File: src/rtl/bisync_rx_pkg.sv
package bisync_rx_pkg;
  typedef struct packed {
    logic syncHit;
    logic ctlHit;
    logic bcsFlag;
    logic huntFlag;
  } matchInfo_t;

  typedef struct packed {
    logic wr;
    logic disc;
    logic close;
    logic irq;
    logic hunt;
  } rxAction_t;
endpackage

File: src/rtl/bisync_match_dp.sv
module bisync_match_dp
  import bisync_rx_pkg::*;
#(
  parameter int NUM_ENTRIES = 8,
  parameter int CHAR_W      = 8
) (
  input  logic [CHAR_W-1:0]             charData,
  input  logic                          inHunt,
  input  logic                          syncValid,
  input  logic [CHAR_W-1:0]             syncChar,
  input  logic [CHAR_W-1:0]             ctlMask,
  input  logic [NUM_ENTRIES*CHAR_W-1:0] tblChar,
  input  logic [NUM_ENTRIES-1:0]        tblEnd,
  input  logic [NUM_ENTRIES-1:0]        tblBcs,
  input  logic [NUM_ENTRIES-1:0]        tblHunt,
  output matchInfo_t                    matchOut
);
  logic [NUM_ENTRIES-1:0] entryActive;
  logic [NUM_ENTRIES-1:0] entryHit;

  for (genvar i = 0; i < NUM_ENTRIES; i++) begin : g_entry
    if (i == 0) begin : g_first
      assign entryActive[i] = ~tblEnd[i];
    end else begin : g_rest
      assign entryActive[i] = entryActive[i-1] & ~tblEnd[i];
    end
    assign entryHit[i] = entryActive[i] &
      ~|((charData ^ tblChar[i*CHAR_W +: CHAR_W]) & ctlMask);
  end

  always_comb begin
    matchOut = '0;
    matchOut.syncHit = syncValid & ~inHunt & (charData == syncChar);
    for (int i = NUM_ENTRIES - 1; i >= 0; i--) begin
      if (entryHit[i]) begin
        matchOut.ctlHit   = 1'b1;
        matchOut.bcsFlag  = tblBcs[i];
        matchOut.huntFlag = tblHunt[i];
      end
    end
  end
endmodule

File: src/rtl/bisync_rx_ctrl.sv
module bisync_rx_ctrl
  import bisync_rx_pkg::*;
(
  input  logic       clk,
  input  logic       rstN,
  input  logic       charValid,
  input  logic       crcMode,
  input  matchInfo_t matchIn,
  output rxAction_t  actOut
);
  logic       collecting;
  logic [1:0] bcsLeft;
  logic       huntPending;
  rxAction_t  nextAct;

  always_comb begin
    nextAct = '0;
    if (charValid) begin
      if (collecting) begin
        nextAct.wr = 1'b1;
        if (bcsLeft == 2'd1) begin
          nextAct.close = 1'b1;
          nextAct.irq   = 1'b1;
          nextAct.hunt  = huntPending;
        end
      end else if (matchIn.syncHit) begin
        nextAct.disc = 1'b1;
      end else begin
        nextAct.wr = 1'b1;
        if (matchIn.ctlHit && !matchIn.bcsFlag) begin
          nextAct.close = 1'b1;
          nextAct.hunt  = matchIn.huntFlag;
        end
      end
    end
  end

  always_ff @(posedge clk) begin
    if (!rstN) begin
      actOut      <= '0;
      collecting  <= 1'b0;
      bcsLeft     <= '0;
      huntPending <= 1'b0;
    end else begin
      actOut <= nextAct;
      if (charValid) begin
        if (collecting) begin
          bcsLeft <= bcsLeft - 2'd1;
          if (bcsLeft == 2'd1) collecting <= 1'b0;
        end else if (!matchIn.syncHit && matchIn.ctlHit && matchIn.bcsFlag) begin
          collecting  <= 1'b1;
          bcsLeft     <= crcMode ? 2'd2 : 2'd1;
          huntPending <= matchIn.huntFlag;
        end
      end
    end
  end
endmodule

File: src/rtl/bisync_ctlchar_rx.sv
module bisync_ctlchar_rx
  import bisync_rx_pkg::*;
#(
  parameter int NUM_ENTRIES = 8,
  parameter int CHAR_W      = 8
) (
  input  logic                          clk,
  input  logic                          rstN,
  input  logic                          charValid,
  input  logic [CHAR_W-1:0]             charData,
  input  logic                          inHunt,
  input  logic                          crcMode,
  input  logic                          syncValid,
  input  logic [CHAR_W-1:0]             syncChar,
  input  logic [CHAR_W-1:0]             ctlMask,
  input  logic [NUM_ENTRIES*CHAR_W-1:0] tblChar,
  input  logic [NUM_ENTRIES-1:0]        tblEnd,
  input  logic [NUM_ENTRIES-1:0]        tblBcs,
  input  logic [NUM_ENTRIES-1:0]        tblHunt,
  output logic                          wrStrobe,
  output logic                          discard,
  output logic                          closeBuf,
  output logic                          irqBuf,
  output logic                          enterHunt
);
  matchInfo_t matchInfo;
  rxAction_t  action;

  bisync_match_dp #(.NUM_ENTRIES(NUM_ENTRIES), .CHAR_W(CHAR_W)) dp_i (
    .charData(charData), .inHunt(inHunt), .syncValid(syncValid),
    .syncChar(syncChar), .ctlMask(ctlMask), .tblChar(tblChar),
    .tblEnd(tblEnd), .tblBcs(tblBcs), .tblHunt(tblHunt),
    .matchOut(matchInfo)
  );

  bisync_rx_ctrl ctrl_i (
    .clk(clk), .rstN(rstN), .charValid(charValid), .crcMode(crcMode),
    .matchIn(matchInfo), .actOut(action)
  );

  assign wrStrobe  = action.wr;
  assign discard   = action.disc;
  assign closeBuf  = action.close;
  assign irqBuf    = action.irq;
  assign enterHunt = action.hunt;
endmodule

File: config.mk
export PLATFORM = sky130hd
export DESIGN_NAME = bisync_ctlchar_rx
export DESIGN_NICKNAME = d
export VERILOG_FILES = /design/src/rtl/bisync_rx_pkg.sv /design/src/rtl/bisync_match_dp.sv /design/src/rtl/bisync_rx_ctrl.sv /design/src/rtl/bisync_ctlchar_rx.sv
export SDC_FILE = /design/constraint.sdc
export NUM_CORES = 1
export LEC_CHECK = 0
export ABC_AREA = 1
export BUFFER_PORTS_ARGS = -buffer_cell sky130_fd_sc_hd__buf_2
export CORE_MARGIN = 1.5
export CORE_UTILIZATION = 40
export DETAILED_ROUTE_END_ITERATION = 8
export GPL_ROUTABILITY_DRIVEN = 0
export PLACE_DENSITY_LB_ADDON = 0.25
export SETUP_SLACK_MARGIN = 0.1
export SLEW_MARGIN = 15
export SYNTH_ARGS = -nofsm -noshare
export SYNTH_HDL_FRONTEND = slang
export SYNTH_HIERARCHICAL = 1
export SYNTH_SLANG_ARGS = --single-unit
File: constraint.sdc
create_clock -name clk -period 2.6 [get_ports clk]
set_input_delay 0.39 -clock clk [delete_from_list [all_inputs] [get_ports clk]]
set_output_delay 0.39 -clock clk [all_outputs]
set_load 0.02 [all_outputs]
=== After elaboration in Yosys (flattened, before gate mapping) ===
Cells that the tools add are included.

* Register bits after elaboration: 9
* Input port bits: 118
* Output and inout bits: 5
* Logic and storage cells: 107

* Add/sub/neg operators: 1
* Equal/unequal tests: 2
* Mux-type cells: 24
* Bitwise gates (word level): 45
* Reductions and logical operators: 27

{| class="wikitable"
|+ Operator list
! kind !! number
|-
| $and A8 B8 Y8 || 8
|-
| $reduce_or A8 Y1 || 8
|-
| $xor A8 B8 Y8 || 8
|-
| $mux W3 || 9
|-
| $and A1 B1 Y1 || 17
|-
| $mux W1 || 12
|-
| $not A1 Y1 || 12
|-
| $logic_not A1 Y1 || 10
|-
| $eq A8 B8 Y1 || 1
|-
| $mux W2 || 3
|-
| $reduce_and A3 Y1 || 2
|-
| $reduce_and A2 Y1 || 2
|-
| $logic_and A1 B1 Y1 || 3
|-
| $reduce_or A3 Y1 || 1
|-
| $eq A2 B1 Y1 const B || 1
|-
| $reduce_bool A2 Y1 || 1
|-
| $sub A2 B1 Y2 const B || 1
|}

=== Depth between registers and ports, before layout ===
* Depth in word-level cells: 22
* Depth in mapped cells: 23
* Depth with buffers taken out: 22

=== By module ===
Netlist, hierarchy kept.

{| class="wikitable"
|+ By module, submodules not included
! module !! instances !! cells each !! area an instance (µm²) !! sequential area each (µm²)
|-
| bisync_match_dp || 1 || 346 || 1605.3 || 0.0
|-
| bisync_rx_ctrl || 1 || 56 || 396.6 || 180.2
|}

=== Worst setup path after synthesis ===
Ideal clock, no wire load.

* Kind: input port to flip-flop
* From: input port charData[4]
* To: register ctrl_i.bcsLeft[0]
* Setup time: 0.114 ns
* Data arrival time: 1.842 ns
* Required time: 2.486 ns
* Slack: 0.644 ns
* Cell stages on the path: 18
* Path buffers: 2
* Cell sequence: buf_2 > buf_4 > a21oi_1 > o21ai_1 > nand4_1 > nor3_2 > nand2_2 > o21a_1 > nand2_1 > nand2_1 > nand2_1 > nand2_1 > nand2_1 > inv_1 > nand2_1 > nand2_2 > nor2_1 > nor2_2

{| class="wikitable"
|+ RTL lines
! what !! line !! text
|-
| from (decl) || bisync_ctlchar_rx.sv:10 || <nowiki>input logic [CHAR_W-1:0] charData,</nowiki>
|-
| to (signal assigned) || bisync_rx_ctrl.sv:48 || <nowiki>bcsLeft <= bcsLeft - 2'd1;</nowiki>
|-
| to (signal assigned) || bisync_rx_ctrl.sv:52 || <nowiki>bcsLeft <= crcMode ? 2'd2 : 2'd1;</nowiki>
|-
| to (decl) || bisync_rx_ctrl.sv:12 || <nowiki>logic [1:0] bcsLeft;</nowiki>
|}

==> key figures <==
Finish
  • Diodes inserted: 0
  • Share of layout cells above drive strength 1: 0.279
  • Syn-to-layout area delta: 32.1%
  • FF+latch area: 180 µm²
  • # nets final: 636
  • Layout fillers: 537
  • Multi-input gate area: 0.00153 mm²
  • Final Non-Filler Cells: 583

STA
  • Period utilization: 0.875
  • Slew at the pin closest to its max-slew limit: 0.350 ns
  • RSZ-0062 raised after global routing: no
  • Final hold violation count: 0
  • Hold_ws: 0.435 ns
  • Highest Clock Rate: 439 MHz
  • Max Slew Vio Count: 0
  • Clk_skew: 0.000226 ns
  • Post-layout min period: 2.28 ns
  • Setup TNS: 0 ns
  • Slew margin rel.: 0.765
  • Setup violators final: 0

Clock network
  • Clk buf depth: 2
  • Num CTS Buffers: 3
  • Worst-path clk slew: 0.04 ns
  • Skew-Pair Late Insertion Delay: 0.23 ns
  • Setup Fix Bufs, Post-CTS: 0
  • Hold buffers post-CTS: 0
  • Num Clock Sinks: 9
  • CTS tree: yes
  • CTS resizes: 0
  • Root Buffer: clkbuf_8
  • H-tree depth: 1

Power and ir drop
  • Static Leakage: 1.58 nW
  • Worst VDD drop: 0.147 mV
  • Comb pwr share: 0.518
  • Pwr Density: 234 mW/mm²
  • Net Sw Frac: 0.375
  • Seq pwr share: 0.227
  • Power share of the clock group: 0.256
  • Switch Pwr: 0.233 mW
  • Internal: 0.387 mW

Global route
  • Remaining Overflow, GRT: 0
  • Largest net degree at the start of global routing: 18
  • Initial antenna violation count: 0
  • First-pass GRT wire length: 10100 µm
  • Global-route usage over all layers: 0.233
  • Vias in the first global route: 2352

Detailed routing
  • Routed Wire Length: 6480 µm
  • Iter 0 DRT Violations: 149
  • Vias per std cell: 4.79
  • DRT Pass-1 Iters: 4
  • Via count: 2792
  • Final ANT Viol Nets: 0
  • DRC viols: 0
  • Routed len/inst: 11.1 µm

Setup path
  • Startpoint type of the worst setup path: primary input
  • Crit end category: flip-flop
  • Arrival @ worst endpoint: 2.40 ns
  • Crit Path Class: in2reg
  • CP required: 2.72 ns
  • CP max FO: 4

Status
  • Outcome: complete, no violations

Die
  • Core box area: 0.00479 mm²
  • Die area: 0.00544 mm²
  • Die Wd: 73.7 µm
  • DIE HEIGHT: 73.7 µm
  • Initial Util: 0.418
  • # rows: 25
  • IO Count: 123

Synth
  • Post-synthesis register bit count: 9
  • Synth Instances: 402
  • Post-synth cell types: 36
  • Syn nets: 521
  • Sequential share of the synthesized area: 0.0900
  • Post-Synthesis Cell Area: 0.00200 mm²
  • Yosys warns: 6
  • Post-Syn Area per Cell: 4.98 µm²

Placement
  • IO Port Bufs: 122
  • Placed cells: 579
  • Dpl hpwl: 5590 µm

Hold path
  • HP Class: in2reg

Job
  • Max Cap Viol: 0
==> final timing paths <==
check / slack, ns / depth (start not counted) / endpoint / startpoint
worst min-delay path: 0.43 / 3 / ctrl_i/bcsLeft[1] / rstN
worst max register to register: 1.56 / 6 / ctrl_i/bcsLeft[1] / ctrl_i/bcsLeft[1]
worst max-delay path: 0.32 / 21 / ctrl_i/bcsLeft[0] / tblEnd[0]
worst min register to register: 0.46 / 2 / ctrl_i/actOut[0] / ctrl_i/huntPending
==> registers in the layout, summed over array words and instances (netlist names) <==
signal              count
ctrl_i/collecting       1
ctrl_i/bcsLeft          2
ctrl_i/huntPending      1
ctrl_i/actOut           5
==> per-stage QoR <==
| step | utilization | worst slack [ns] | instance area [µm²] | total power [mW] |
|---|---|---|---|---|
| floorplan | - | 0.644 | 2000 | 0.324 |
| global placement | 0.543 | 0.206 | 2600 | 0.458 |
| detailed placement | 0.543 | 0.160 | 2600 | 0.462 |
| CTS | 0.553 | 0.397 | 2650 | 0.624 |
| global route | 0.553 | 0.118 | 2650 | 0.677 |
| finish | 0.553 | 0.324 | 2650 | 0.620 |
==> cell type report <==
type                            count  area share
Clock buffer                        4      0.0170
Inverter                           53      0.0752
Multi-Input combinational cell    328       0.577
Sequential cell                     9      0.0681
Tap cell                           67      0.0317
Timing Repair Buffer              122       0.231
==> cells by family after synthesis <==
kind of cell    count (synthesis)  synth area share
compound gates                 54             0.153
simple gates                  263             0.560
flops                           9            0.0900
buf+inv                        65             0.147
xor+xnor                       10            0.0437
fa+ha+maj                       1           0.00625
==> layer usage <==
layer,global-route usage,part of all wire
met1,0.310,0.45
met2,0.403,0.46
met3,0.0425,0.083
met4,0.0206,0.0032
met5,0,0
==> layout by cell type (no fill, tap or decap), types with 2 or more instances in the layout <==
cell type,synthesis,routed
o21ai_0,20,20
nor2_2,5,5
xor2_1,6,6
dfxtp_1,9,9
nand2_2,4,4
o21ai_1,2,2
nand4_1,4,4
xnor2_1,4,4
o21a_1,3,3
buf_2,2,122
nand2_1,134,134
clkbuf_8,0,3
or2_2,5,5
nor3_1,8,8
nand3b_1,3,3
a31oi_1,2,2
a21o_1,2,2
nor3_2,2,2
a21oi_1,15,15
o22ai_1,6,6
nor2_1,61,61
nand3_1,33,33
inv_1,52,52
==> cell usage after synthesis <==
| cell type | n | area, µm² |
|---|---|---|
| clkbuf_1 | 1 | 3.75 |
| a21oi_1 | 15 | 75.1 |
| nor3_2 | 2 | 20.0 |
| o21a_1 | 3 | 22.5 |
| nor2_2 | 5 | 31.3 |
| nor4_1 | 1 | 6.26 |
| nand3b_1 | 3 | 22.5 |
| or2_0 | 1 | 6.26 |
| nor3_1 | 8 | 40.0 |
| a22o_1 | 1 | 8.76 |
| buf_8 | 1 | 15.0 |
| buf_4 | 6 | 45.0 |
| o21ai_1 | 2 | 10.0 |
| nand3_2 | 1 | 10.0 |
| dfxtp_1 | 9 | 180 |
| nor2_1 | 61 | 229 |
| or2_1 | 1 | 6.26 |
| buf_2 | 2 | 10.0 |
| a21o_1 | 2 | 15.0 |
| a211oi_1 | 1 | 7.51 |
| o22ai_1 | 6 | 37.5 |
| xnor2_1 | 4 | 35.0 |
| a31oi_1 | 2 | 12.5 |
| xor2_1 | 6 | 52.6 |
| o21ai_0 | 20 | 100 |
| nand3_1 | 33 | 165 |
| buf_6 | 2 | 22.5 |
| nand2_1 | 134 | 503 |
| a21boi_0 | 1 | 7.51 |
| or2_2 | 5 | 31.3 |
| ha_1 | 1 | 12.5 |
| o21ai_2 | 1 | 8.76 |
| nand4_1 | 4 | 25.0 |
| inv_1 | 52 | 195 |
| nand2_2 | 4 | 25.0 |
| inv_2 | 1 | 3.75 |
==> worst max-delay path, cell delays in order <==
cell      delay [ns]
buf_2           0.13
nor2_1          0.22
nand4_1         0.21
nor2_1          0.23
nand3b_1        0.15
nor2_1          0.19
nand3_1         0.09
nand2_1         0.08
nand2_1         0.05
nand2_1         0.05
nand2_1         0.05
nand2_1         0.05
nand2_1         0.04
nand2_1         0.09
nand2_1         0.06
inv_1           0.05
nand2_1         0.05
nand2_2         0.08
nand2_1         0.06
nand2_1         0.07
nor2_2          0.03
==> power by group through the flow <==
stage / combinational, mW / sequential (mW) / clock [mW]
3_5_place_dp: 0.319 / 0.143 / 0
5_1_grt: 0.364 / 0.141 / 0.173
6_report: 0.321 / 0.141 / 0.159
2_1_floorplan: 0.179 / 0.145 / 0
4_1_cts: 0.321 / 0.141 / 0.162
3_3_place_gp: 0.315 / 0.143 / 0
(Power assumes the default switching activity.)
